<file path="src/rtl/agen_pkg.sv">
package agen_pkg;
   typedef enum logic [1:0] {
      FLD_INDEX  = 2'd0,
      FLD_BASE   = 2'd1,
      FLD_LENGTH = 2'd2,
      FLD_STEP   = 2'd3
   } agen_field_e;
endpackage

</file>
<file path="src/rtl/agen_wrap.sv">
// Post-modify with circular fold into [base, base+len)
module agen_wrap #(
   parameter int ADDR_W = 16
) (
   input  logic [ADDR_W-1:0] idx,
   input  logic [ADDR_W-1:0] base,
   input  logic [ADDR_W-1:0] len,
   input  logic [ADDR_W-1:0] step,
   output logic [ADDR_W-1:0] nxt
);
   localparam int EXT_W = ADDR_W + 2;

   logic signed [EXT_W-1:0] sum, lo, hi, lenx, fold;

   always_comb begin
      sum  = $signed({2'b00, idx}) + $signed({{2{step[ADDR_W-1]}}, step});
      lo   = $signed({2'b00, base});
      lenx = $signed({2'b00, len});
      hi   = lo + lenx;
      if (len == '0)
         fold = sum;
      else if (sum >= hi)
         fold = sum - lenx;
      else if (sum < lo)
         fold = sum + lenx;
      else
         fold = sum;
      nxt = fold[ADDR_W-1:0];
   end
endmodule

</file>
<file path="src/rtl/agen_bitrev.sv">
// Reverse the low N bits of a counter, N clamped to 1..MAX_BITS
module agen_bitrev #(
   parameter int MAX_BITS = 10,
   localparam int NB_W = $clog2(MAX_BITS + 1)
) (
   input  logic [MAX_BITS-1:0] cnt,
   input  logic [NB_W-1:0]     nbits,
   output logic [MAX_BITS-1:0] rev
);
   int n_eff;

   always_comb begin
      if (nbits == '0)
         n_eff = 1;
      else if (int'(nbits) > MAX_BITS)
         n_eff = MAX_BITS;
      else
         n_eff = int'(nbits);
      rev = '0;
      for (int i = 0; i < MAX_BITS; i++) begin
         if (i < n_eff)
            rev[i] = cnt[n_eff - 1 - i];
      end
   end
endmodule

</file>
<file path="src/rtl/agen_ptr_set.sv">
// One pointer set: index, base, length, step and reversal counter
module agen_ptr_set
   import agen_pkg::*;
#(
   parameter int ADDR_W   = 16,
   parameter int MAX_BITS = 10
) (
   input  logic                clk,
   input  logic                rst_n,
   input  logic                wr_en,
   input  agen_field_e         wr_field,
   input  logic [ADDR_W-1:0]   wr_data,
   input  logic                step_en,
   input  logic                brev,
   output logic [ADDR_W-1:0]   idx_q,
   output logic [ADDR_W-1:0]   base_q,
   output logic [ADDR_W-1:0]   len_q,
   output logic [ADDR_W-1:0]   step_q,
   output logic [MAX_BITS-1:0] cnt_q
);
   logic [ADDR_W-1:0] idx_nxt;

   agen_wrap #(.ADDR_W(ADDR_W)) u_wrap (
      .idx  (idx_q),
      .base (base_q),
      .len  (len_q),
      .step (step_q),
      .nxt  (idx_nxt)
   );

   always_ff @(posedge clk or negedge rst_n) begin
      if (!rst_n) begin
         idx_q  <= '0;
         base_q <= '0;
         len_q  <= '0;
         step_q <= '0;
         cnt_q  <= '0;
      end else if (wr_en) begin
         unique case (wr_field)
            FLD_INDEX:  idx_q <= wr_data;
            FLD_BASE: begin
               base_q <= wr_data;
               idx_q  <= wr_data;
               cnt_q  <= '0;
            end
            FLD_LENGTH: begin
               len_q <= wr_data;
               idx_q <= base_q;
               cnt_q <= '0;
            end
            FLD_STEP:   step_q <= wr_data;
            default:    ;
         endcase
      end else if (step_en) begin
         if (brev)
            cnt_q <= cnt_q + 1'b1;
         else
            idx_q <= idx_nxt;
      end
   end
endmodule

</file>
<file path="src/rtl/circbuf_agen.sv">
module circbuf_agen
   import agen_pkg::*;
#(
   parameter int ADDR_W   = 16,
   parameter int NUM_SETS = 4,
   parameter int MAX_BITS = 10,
   localparam int SEL_W   = $clog2(NUM_SETS),
   localparam int NB_W    = $clog2(MAX_BITS + 1)
) (
   input  logic              clk,
   input  logic              rst_n,
   input  logic              cfg_we,
   input  logic [SEL_W-1:0]  cfg_set,
   input  logic [1:0]        cfg_field,
   input  logic [ADDR_W-1:0] cfg_data,
   input  logic              acc_en,
   input  logic [SEL_W-1:0]  acc_set,
   input  logic              brev_mode,
   input  logic [NB_W-1:0]   brev_bits,
   output logic [ADDR_W-1:0] addr_out
);
   if (NUM_SETS < 2 || (1 << SEL_W) != NUM_SETS) begin : g_chk_sets
      $error("NUM_SETS must be a power of two, at least 2");
   end
   if (MAX_BITS < 1 || MAX_BITS >= ADDR_W) begin : g_chk_bits
      $error("MAX_BITS must lie in 1..ADDR_W-1");
   end

   logic [NUM_SETS-1:0][ADDR_W-1:0]   idx_vec, base_vec, len_vec, step_vec;
   logic [NUM_SETS-1:0][MAX_BITS-1:0] cnt_vec;
   logic [MAX_BITS-1:0]               rev;

   for (genvar s = 0; s < NUM_SETS; s++) begin : g_set
      agen_ptr_set #(.ADDR_W(ADDR_W), .MAX_BITS(MAX_BITS)) u_set (
         .clk      (clk),
         .rst_n    (rst_n),
         .wr_en    (cfg_we && cfg_set == SEL_W'(s)),
         .wr_field (agen_field_e'(cfg_field)),
         .wr_data  (cfg_data),
         .step_en  (acc_en && acc_set == SEL_W'(s)),
         .brev     (brev_mode),
         .idx_q    (idx_vec[s]),
         .base_q   (base_vec[s]),
         .len_q    (len_vec[s]),
         .step_q   (step_vec[s]),
         .cnt_q    (cnt_vec[s])
      );
   end

   agen_bitrev #(.MAX_BITS(MAX_BITS)) u_rev (
      .cnt   (cnt_vec[acc_set]),
      .nbits (brev_bits),
      .rev   (rev)
   );

   assign addr_out = brev_mode ? base_vec[acc_set] + ADDR_W'(rev)
                               : idx_vec[acc_set];
endmodule

</file>
<file path="config.mk">
export PLATFORM = sky130hd
export DESIGN_NAME = circbuf_agen
export DESIGN_NICKNAME = d
export VERILOG_FILES = /design/src/rtl/agen_pkg.sv /design/src/rtl/agen_wrap.sv /design/src/rtl/agen_bitrev.sv /design/src/rtl/agen_ptr_set.sv /design/src/rtl/circbuf_agen.sv
export SDC_FILE = /design/constraint.sdc
export NUM_CORES = 1
export LEC_CHECK = 0
export BUFFER_PORTS_ARGS = -buffer_cell sky130_fd_sc_hd__buf_4
export CORE_ASPECT_RATIO = 0.6
export CORE_MARGIN = 1
export CORE_UTILIZATION = 50
export DETAILED_ROUTE_END_ITERATION = 10
export PLACE_DENSITY_LB_ADDON = 0.12
export SLEW_MARGIN = 10
export SYNTH_ARGS = -nofsm -noshare
export SYNTH_HDL_FRONTEND = slang
export SYNTH_SLANG_ARGS = --single-unit
export TNS_END_PERCENT = 50
</file>
<file path="constraint.sdc">
create_clock -name clk -period 19.14 [get_ports clk]
set_input_delay 3.828 -clock clk [delete_from_list [all_inputs] [get_ports clk]]
set_output_delay 3.828 -clock clk [all_outputs]
set_load 0.005 [all_outputs]
</file>
==> results.ini, run 1 <==
[cells_and_area]
regArea_sq_um = 7410
area_delta_synth_final_pct = 7.52
drive_above_1_share_pct = 11.5
nets = 4035
fill_cells = 5597
final_cell_area_sq_um = 33300
multiInputGateArea_sq_um = 22100

[clock_tree]
clk_pin_slew_worst_paths_ns = 0.06
clock-root-buffer = clkbuf_16
post_cts_buffers = 0
cts_tree = built
ctsResizeCount = 0
postCtsHoldBufs = 0
clk_latency_ns = 0.61
h-tree-depth = 2
cts_buffers = 34
cts_sinks = 296
cts_max_path_buffers = 3

[timing]
whs_ns = 0.516
tightest_slew_ns = 1.19
setup_viol = 0
max_freq_mhz = 72.0
hold_violations = 0
drv_slew = 0
rsz0062_at_grt = no
fin_tns_setup_ns = 0
maxSlewHeadroom_pct = 20.3
period_share_pct = 72.5
skew_ns = 0.0356
min_period_ns = 13.88

[synth]
synth-edff-count = 0
synth-async-reset-ratio_pct = 100
yosysTopAreaCellShare_pct = 23.9
synth_warnings = 0
netlist_area_sq_um = 31000
synth.distinct_cells = 102
dominantRegCellSynth = dfrtp_1
ys_top_cells_by_area = dfrtp_1, ha_1, mux2_2, a21oi_1, o21ai_0
ys_ff_latch = 296
yosys.area.top_type = dfrtp_1
synth_cells = 3589
avgSynthCellArea_sq_um = 8.64
syn_nets = 4042
ys_seq_area_share_pct = 23.9

[placement]
dpl.hpwl_mm = 95.4
port_buffers = 46
gp_congestion = 0.999
dpl-instance-area_sq_um = 32200

[route]
via_per_inst = 6.72
wire_per_inst_microns = 27.6
wl_met1_mm = 57.3
ant_nets = 0
met3_length_mm = 16.4
met2_length_mm = 46.2
highest_layer = met5
drc = 0
routed_wirelength_mm = 123
vias = 29838
drt_iter0_markers = 4121
dr.pass1.iters = 6

[global_routing]
grt_pass1_vias = 26981
grt_pass1_wl_mm = 180
grt_use_total_pct = 38.6
grt_max_degree = 105
grt-ovfl-total = 0
antenna_found_initial = 14

[status]
status = complete, no violations

[critical_path]
worst_setup_path_end_kind = primary output
critPathRequiredTime_ns = 15.31
cp-start-kind = input port
slowest_stage = maj3_1
path_common_cell = o21ai_0
worst-setup-path-type = in -> out
cp_data_arrival_time_ns = 10.05
crit_family = compound AO/OA/AOI/OAI gates
critPathMaxFanout = 15
cp_num_buf_inv = 6
cpPeakStageDelay_ns = 0.75

[die]
num_io_pins = 47
core-area_sq_um = 61000
rows = 70
dieArea_sq_um = 63000
start_util_pct = 50.8
die_h_microns = 195
die_w_microns = 323

[flow_run]
cap_violations = 0

[worst_hold_path]
hold_class = reg -> reg

-- Yosys cell counts (20+ instances only) --
master / count
a211oi_1: 40
a21o_1: 76
a21oi_1: 297
a221oi_1: 21
a31oi_1: 44
and2_1: 20
and3_1: 37
clkbuf_1: 101
dfrtp_1: 296
ha_1: 405
inv_1: 254
mux2_2: 174
mux2i_1: 23
mux4_2: 44
nand2_1: 216
nand2b_1: 60
nand3_1: 88
nor2_1: 284
nor2b_1: 46
nor3_1: 113
nor4_1: 36
o211ai_1: 30
o21a_1: 33
o21ai_0: 225
o21bai_1: 28
o31ai_1: 24
or3_1: 22
xnor2_1: 123
xor2_1: 79
-- final cells by class --
cell class,count,area share [%]
multi-input combinational,2910,66.3
sequential,296,22.2
tap,828,3.11
inverter,255,2.87
clock buffer,44,2.85
timing repair buffer,85,1.94
clock inverter,18,0.623
antenna,7,0.0526
-- cells in the final DEF, fill, tap and decap left out, types with 76 or more instances in the layout --
cell type	Yosys	routed
xnor2_1	123	123
xor2_1	79	79
buf_4	3	84
nor3_1	113	113
inv_1	254	254
a21o_1	76	76
nand3_1	88	88
nor2_1	284	284
o21ai_0	225	225
nand2_1	216	216
a21oi_1	297	297
dfrtp_1	296	296
ha_1	405	403
mux2_2	174	174
-- layer usage --
| layer | GRT usage, % | up-vias |
|---|---|---|
| li1 | - | 13194 |
| met1 | 60.6 | 14631 |
| met2 | 49.8 | 1813 |
| met3 | 11.7 | 194 |
| met4 | 9.41 | 6 |
| met5 | 0 | - |
-- cell families (layout without fill, tap and decap cells) --
family / after synthesis / after routing / share of synthesized area [%]
compound gates: 1042 / 1042 / 22.1
xor+xnor: 203 / 203 / 5.76
fa+ha+maj: 423 / 423 / 17.5
buf+inv: 383 / 402 / 4.79
flops: 296 / 296 / 23.9
mux: 241 / 241 / 10.3
other cells: 0 / 7 / 0
simple gates: 1001 / 1001 / 15.7
-- flip-flops by register name (all words and copies together), names as in the netlist --
name                count
g_set.u_set.len_q      64
g_set.u_set.cnt_q      40
g_set.u_set.base_q     64
g_set.u_set.idx_q      64
g_set.u_set.step_q     64
-- stage by stage --
step / std cells / setup WS (ns) / util, %
after global routing: 4436 / 4.87 / 54.6
after CTS: 4436 / 5.41 / 54.6
after detailed placement: 4374 / 5.46 / 52.7
after global placement: 4374 / 5.31 / 52.7
final: 4443 / 5.26 / 54.6
after floorplan: 3589 / 6.99 / -
-- path summary, 6_finish.rpt --
kind / startpoint / end / slack (ns) / depth (start not counted)
max in group asynchronous: rst_n / g_set[0].u_set.idx_q[11]$_DFFE_PN0P_ / 13.35 / 3
max: brev_bits[3] / addr_out[10] / 5.26 / 25
min in group asynchronous: rst_n / g_set[0].u_set.len_q[4]$_DFFE_PN0P_ / 3.32 / 1
min: g_set[1].u_set.step_q[0]$_DFFE_PN0P_ / g_set[1].u_set.step_q[0]$_DFFE_PN0P_ / 0.52 / 1
min reg2reg: g_set[1].u_set.step_q[0]$_DFFE_PN0P_ / g_set[1].u_set.step_q[0]$_DFFE_PN0P_ / 0.52 / 1
max reg2reg: g_set[0].u_set.base_q[0]$_DFFE_PN0P_ / g_set[0].u_set.idx_q[2]$_DFFE_PN0P_ / 12.40 / 22
Power of run 1 is not shown: default switching activity piles up to over one toggle a cycle in this logic, so the estimate is an artifact.
==> run 2, diff against run 1 <==
--- a/config.mk
+++ b/config.mk
@@ -5,6 +5,7 @@
 export SDC_FILE = /design/constraint.sdc
 export NUM_CORES = 1
 export LEC_CHECK = 0
+export ABC_AREA = 1
 export BUFFER_PORTS_ARGS = -buffer_cell sky130_fd_sc_hd__buf_4
 export CORE_ASPECT_RATIO = 0.6
 export CORE_MARGIN = 1
==> constraint.sdc (replaced) <==
create_clock -name clk -period 13.8 [get_ports clk]
set_input_delay 2.76 -clock clk [delete_from_list [all_inputs] [get_ports clk]]
set_output_delay 2.76 -clock clk [all_outputs]
set_load 0.005 [all_outputs]
==> run 2 against run 1 <==
Effect of this change: non-clock buffer count down 9; sequential cell count is the same; cell count is 25% higher; area after synthesis up 4.3%; worst hold slack lost 0.018 ns; final area is 3.0% higher.
==> results.ini, run 2 <==
[global_routing]
antenna_found_initial = 11  ; was 14
grt-ovfl-total = 0  ; unchanged
grt_max_degree = 140  ; was 105
grt_pass1_wl_mm = 189  ; was 180 mm
grt_use_total_pct = 38.4  ; was 38.6%
grt_pass1_vias = 28625  ; was 27.0k

[cells_and_area]
final_cell_area_sq_um = 34300  ; was 33,300 sq um
layout_commonest_cell = nand2_1  ; was ha_1
area_delta_synth_final_pct = 6.21  ; was 7.52%
fill_cells = 6405  ; was 5,597
drive_above_1_share_pct = 4.37  ; was 11.5%
layout_common_cells = nand2_1, inv_1, o21ai_0  ; was ha_1, a21oi_1, dfrtp_1
nets = 5145  ; was 4,035

[synth]
syn_nets = 5210  ; was 4,042
synth.distinct_cells = 62  ; was 102
synth-async-reset-ratio_pct = 100  ; unchanged
synth_warnings = 0  ; unchanged
dominantRegCellSynth = dfrtp_1  ; unchanged
yosys.area.top_type = dfrtp_1  ; unchanged
avgSynthCellArea_sq_um = 6.79  ; was 8.64 sq um
synth_most_common_cell = nand2_1  ; was ha_1
netlist_top_cells_count = nand2_1, inv_1, o21ai_0  ; was ha_1, a21oi_1, dfrtp_1
ys_seq_area_share_pct = 22.9  ; was 23.9%
yosysTopAreaCellShare_pct = 22.9  ; was 23.9%
ys_top_cells_by_area = dfrtp_1, ha_1, nand2_1, inv_1, o21ai_0  ; was dfrtp_1, ha_1, mux2_2, a21oi_1, o21ai_0
netlist_area_sq_um = 32300  ; was 31,000 sq um
synth_cells = 4757  ; was 3,589
ys_ff_latch = 296  ; unchanged
synth-edff-count = 0  ; unchanged

[critical_path]
worst_setup_path_end_kind = primary output  ; unchanged
critPathRequiredTime_ns = 11.04  ; was 15.31 ns
critPathMaxFanout = 17  ; was 15
cpPeakStageDelay_ns = 0.59  ; was 0.75 ns
cp-start-kind = input port  ; unchanged
slowest_stage = a21oi_1  ; was maj3_1
worst-setup-path-type = in -> out  ; unchanged
cp_data_arrival_time_ns = 9.42  ; was 10.05 ns

[route]
drc = 0  ; unchanged
via_per_inst = 5.96  ; was 6.72
dr.pass1.iters = 6  ; unchanged
ant_nets = 0  ; unchanged
wire_per_inst_microns = 23.1  ; was 27.6 microns
drt_iter0_markers = 4474  ; was 4,121
routed_wirelength_mm = 128  ; was 123 mm
vias = 33106  ; was 29.8k

[die]
num_io_pins = 47  ; unchanged
die_w_microns = 330  ; was 323 microns
rows = 71  ; was 70
die_h_microns = 199  ; was 195 microns
dieArea_sq_um = 65700  ; was 63,000 sq um
core-area_sq_um = 63300  ; was 61,000 sq um
start_util_pct = 51.1  ; was 50.8%

[timing]
maxSlewHeadroom_pct = 20.0  ; was 20.3%
skew_ns = 0.0271  ; was 0.0356 ns
fin_ws_ns = 1.62  ; was 5.26 ns
tightest_slew_ns = 1.20  ; was 1.19 ns
drv_slew = 0  ; unchanged
max_freq_mhz = 82.1
hold_violations = 0  ; unchanged
fin_tns_setup_ns = 0  ; unchanged
min_period_ns = 12.18
setup_viol = 0  ; unchanged
rsz0062_at_grt = no  ; unchanged
period_share_pct = 88.3

[clock_tree]
cts_buffers = 31  ; was 34
clk_pin_slew_worst_paths_ns = 0.06  ; about the same
ctsResizeCount = 0  ; unchanged
cts_max_path_buffers = 3  ; unchanged
clock-root-buffer = clkbuf_16  ; unchanged
postCtsHoldBufs = 0  ; unchanged
post_cts_buffers = 0  ; unchanged
cts_sinks = 296  ; unchanged
h-tree-depth = 1  ; was 2
clk_latency_ns = 0.63  ; was 0.61 ns
cts_tree = built  ; unchanged

[placement]
pre_cts_ws_ns = 1.92  ; was 5.46 ns
dpl.hpwl_mm = 102  ; was 95.4 mm
port_buffers = 46  ; unchanged
gp_congestion = 1.01  ; was 0.999
dpl-instance-area_sq_um = 33200  ; was 32,200 sq um

[flow_run]
cap_violations = 0  ; unchanged

[worst_hold_path]
hold_class = reg -> reg  ; unchanged

[status]
status = complete, no violations  ; unchanged

-- run 2: final timing paths --
path	end	startpoint	slack [ns]	cells past startpoint
max	addr_out[12]	brev_bits[3]	1.62	29
min	g_set[3].u_set.cnt_q[8]$_DFFE_PN0P_	g_set[3].u_set.cnt_q[7]$_DFFE_PN0P_	0.50	1
max reg2reg	g_set[0].u_set.idx_q[0]$_DFFE_PN0P_	g_set[0].u_set.idx_q[2]$_DFFE_PN0P_	8.12	24
min reg2reg	g_set[3].u_set.cnt_q[8]$_DFFE_PN0P_	g_set[3].u_set.cnt_q[7]$_DFFE_PN0P_	0.50	1
max in group asynchronous	g_set[3].u_set.cnt_q[3]$_DFFE_PN0P_	rst_n	10.18	2
min in group asynchronous	g_set[3].u_set.len_q[13]$_DFFE_PN0P_	rst_n	2.14	1
-- run 2: per-stage QoR --
stage               instances  utilization [%]  hold slack, ns
finish                   5558             54.3           0.498
global route             5553             54.2           0.522
CTS                      5553             54.2           0.497
detailed placement       5498             52.6           0.480
global placement         5498             52.6           0.475
floorplan                4757                -           0.433
-- run 2: metal layers --
metal | share of wire [%] | up-vias | track usage, %
met3 | 14 | 138 | 12.6
met4 | 1.5 | 6 | 5.46
met5 | 0.028 | - | 0
met1 | 49 | 15455 | 62.5
met2 | 36 | 1737 | 47.6
li1 | - | 15770 | -
-- run 2: cell type report --
| type | count | area [sq um] | area share (%) |
|---|---|---|---|
| diodes | 5 | 12.5 | 0.0365 |
| clock buffers | 40 | 860 | 2.50 |
| clock inverters | 15 | 199 | 0.580 |
| inverters | 643 | 2410 | 7.03 |
| multi-input cells | 3644 | 21800 | 63.5 |
| flip-flops and latches | 296 | 7410 | 21.6 |
| well taps | 839 | 1050 | 3.06 |
| repair buffers | 76 | 591 | 1.72 |
-- run 2: kinds of logic after synthesis --
kind of cell | count (synthesis) | synth area share (%)
AO/OA/AOI/OAI | 1146 | 20.3
XOR/XNOR | 211 | 5.88
adder cells (fa/ha/maj) | 422 | 16.7
buffers and inverters | 817 | 9.74
flip-flops | 296 | 22.9
multiplexers | 2 | 0.0620
AND/OR/NAND/NOR | 1863 | 24.3
-- run 2: critical path, delay by kind of cell --
family	cells	cell delay (ns)
buf+inv	6	1.14
fa+ha+maj	2	0.84
simple gates	9	1.30
compound gates	9	2.60
xor+xnor	3	0.78
Power of run 2 is left out for the same reason.
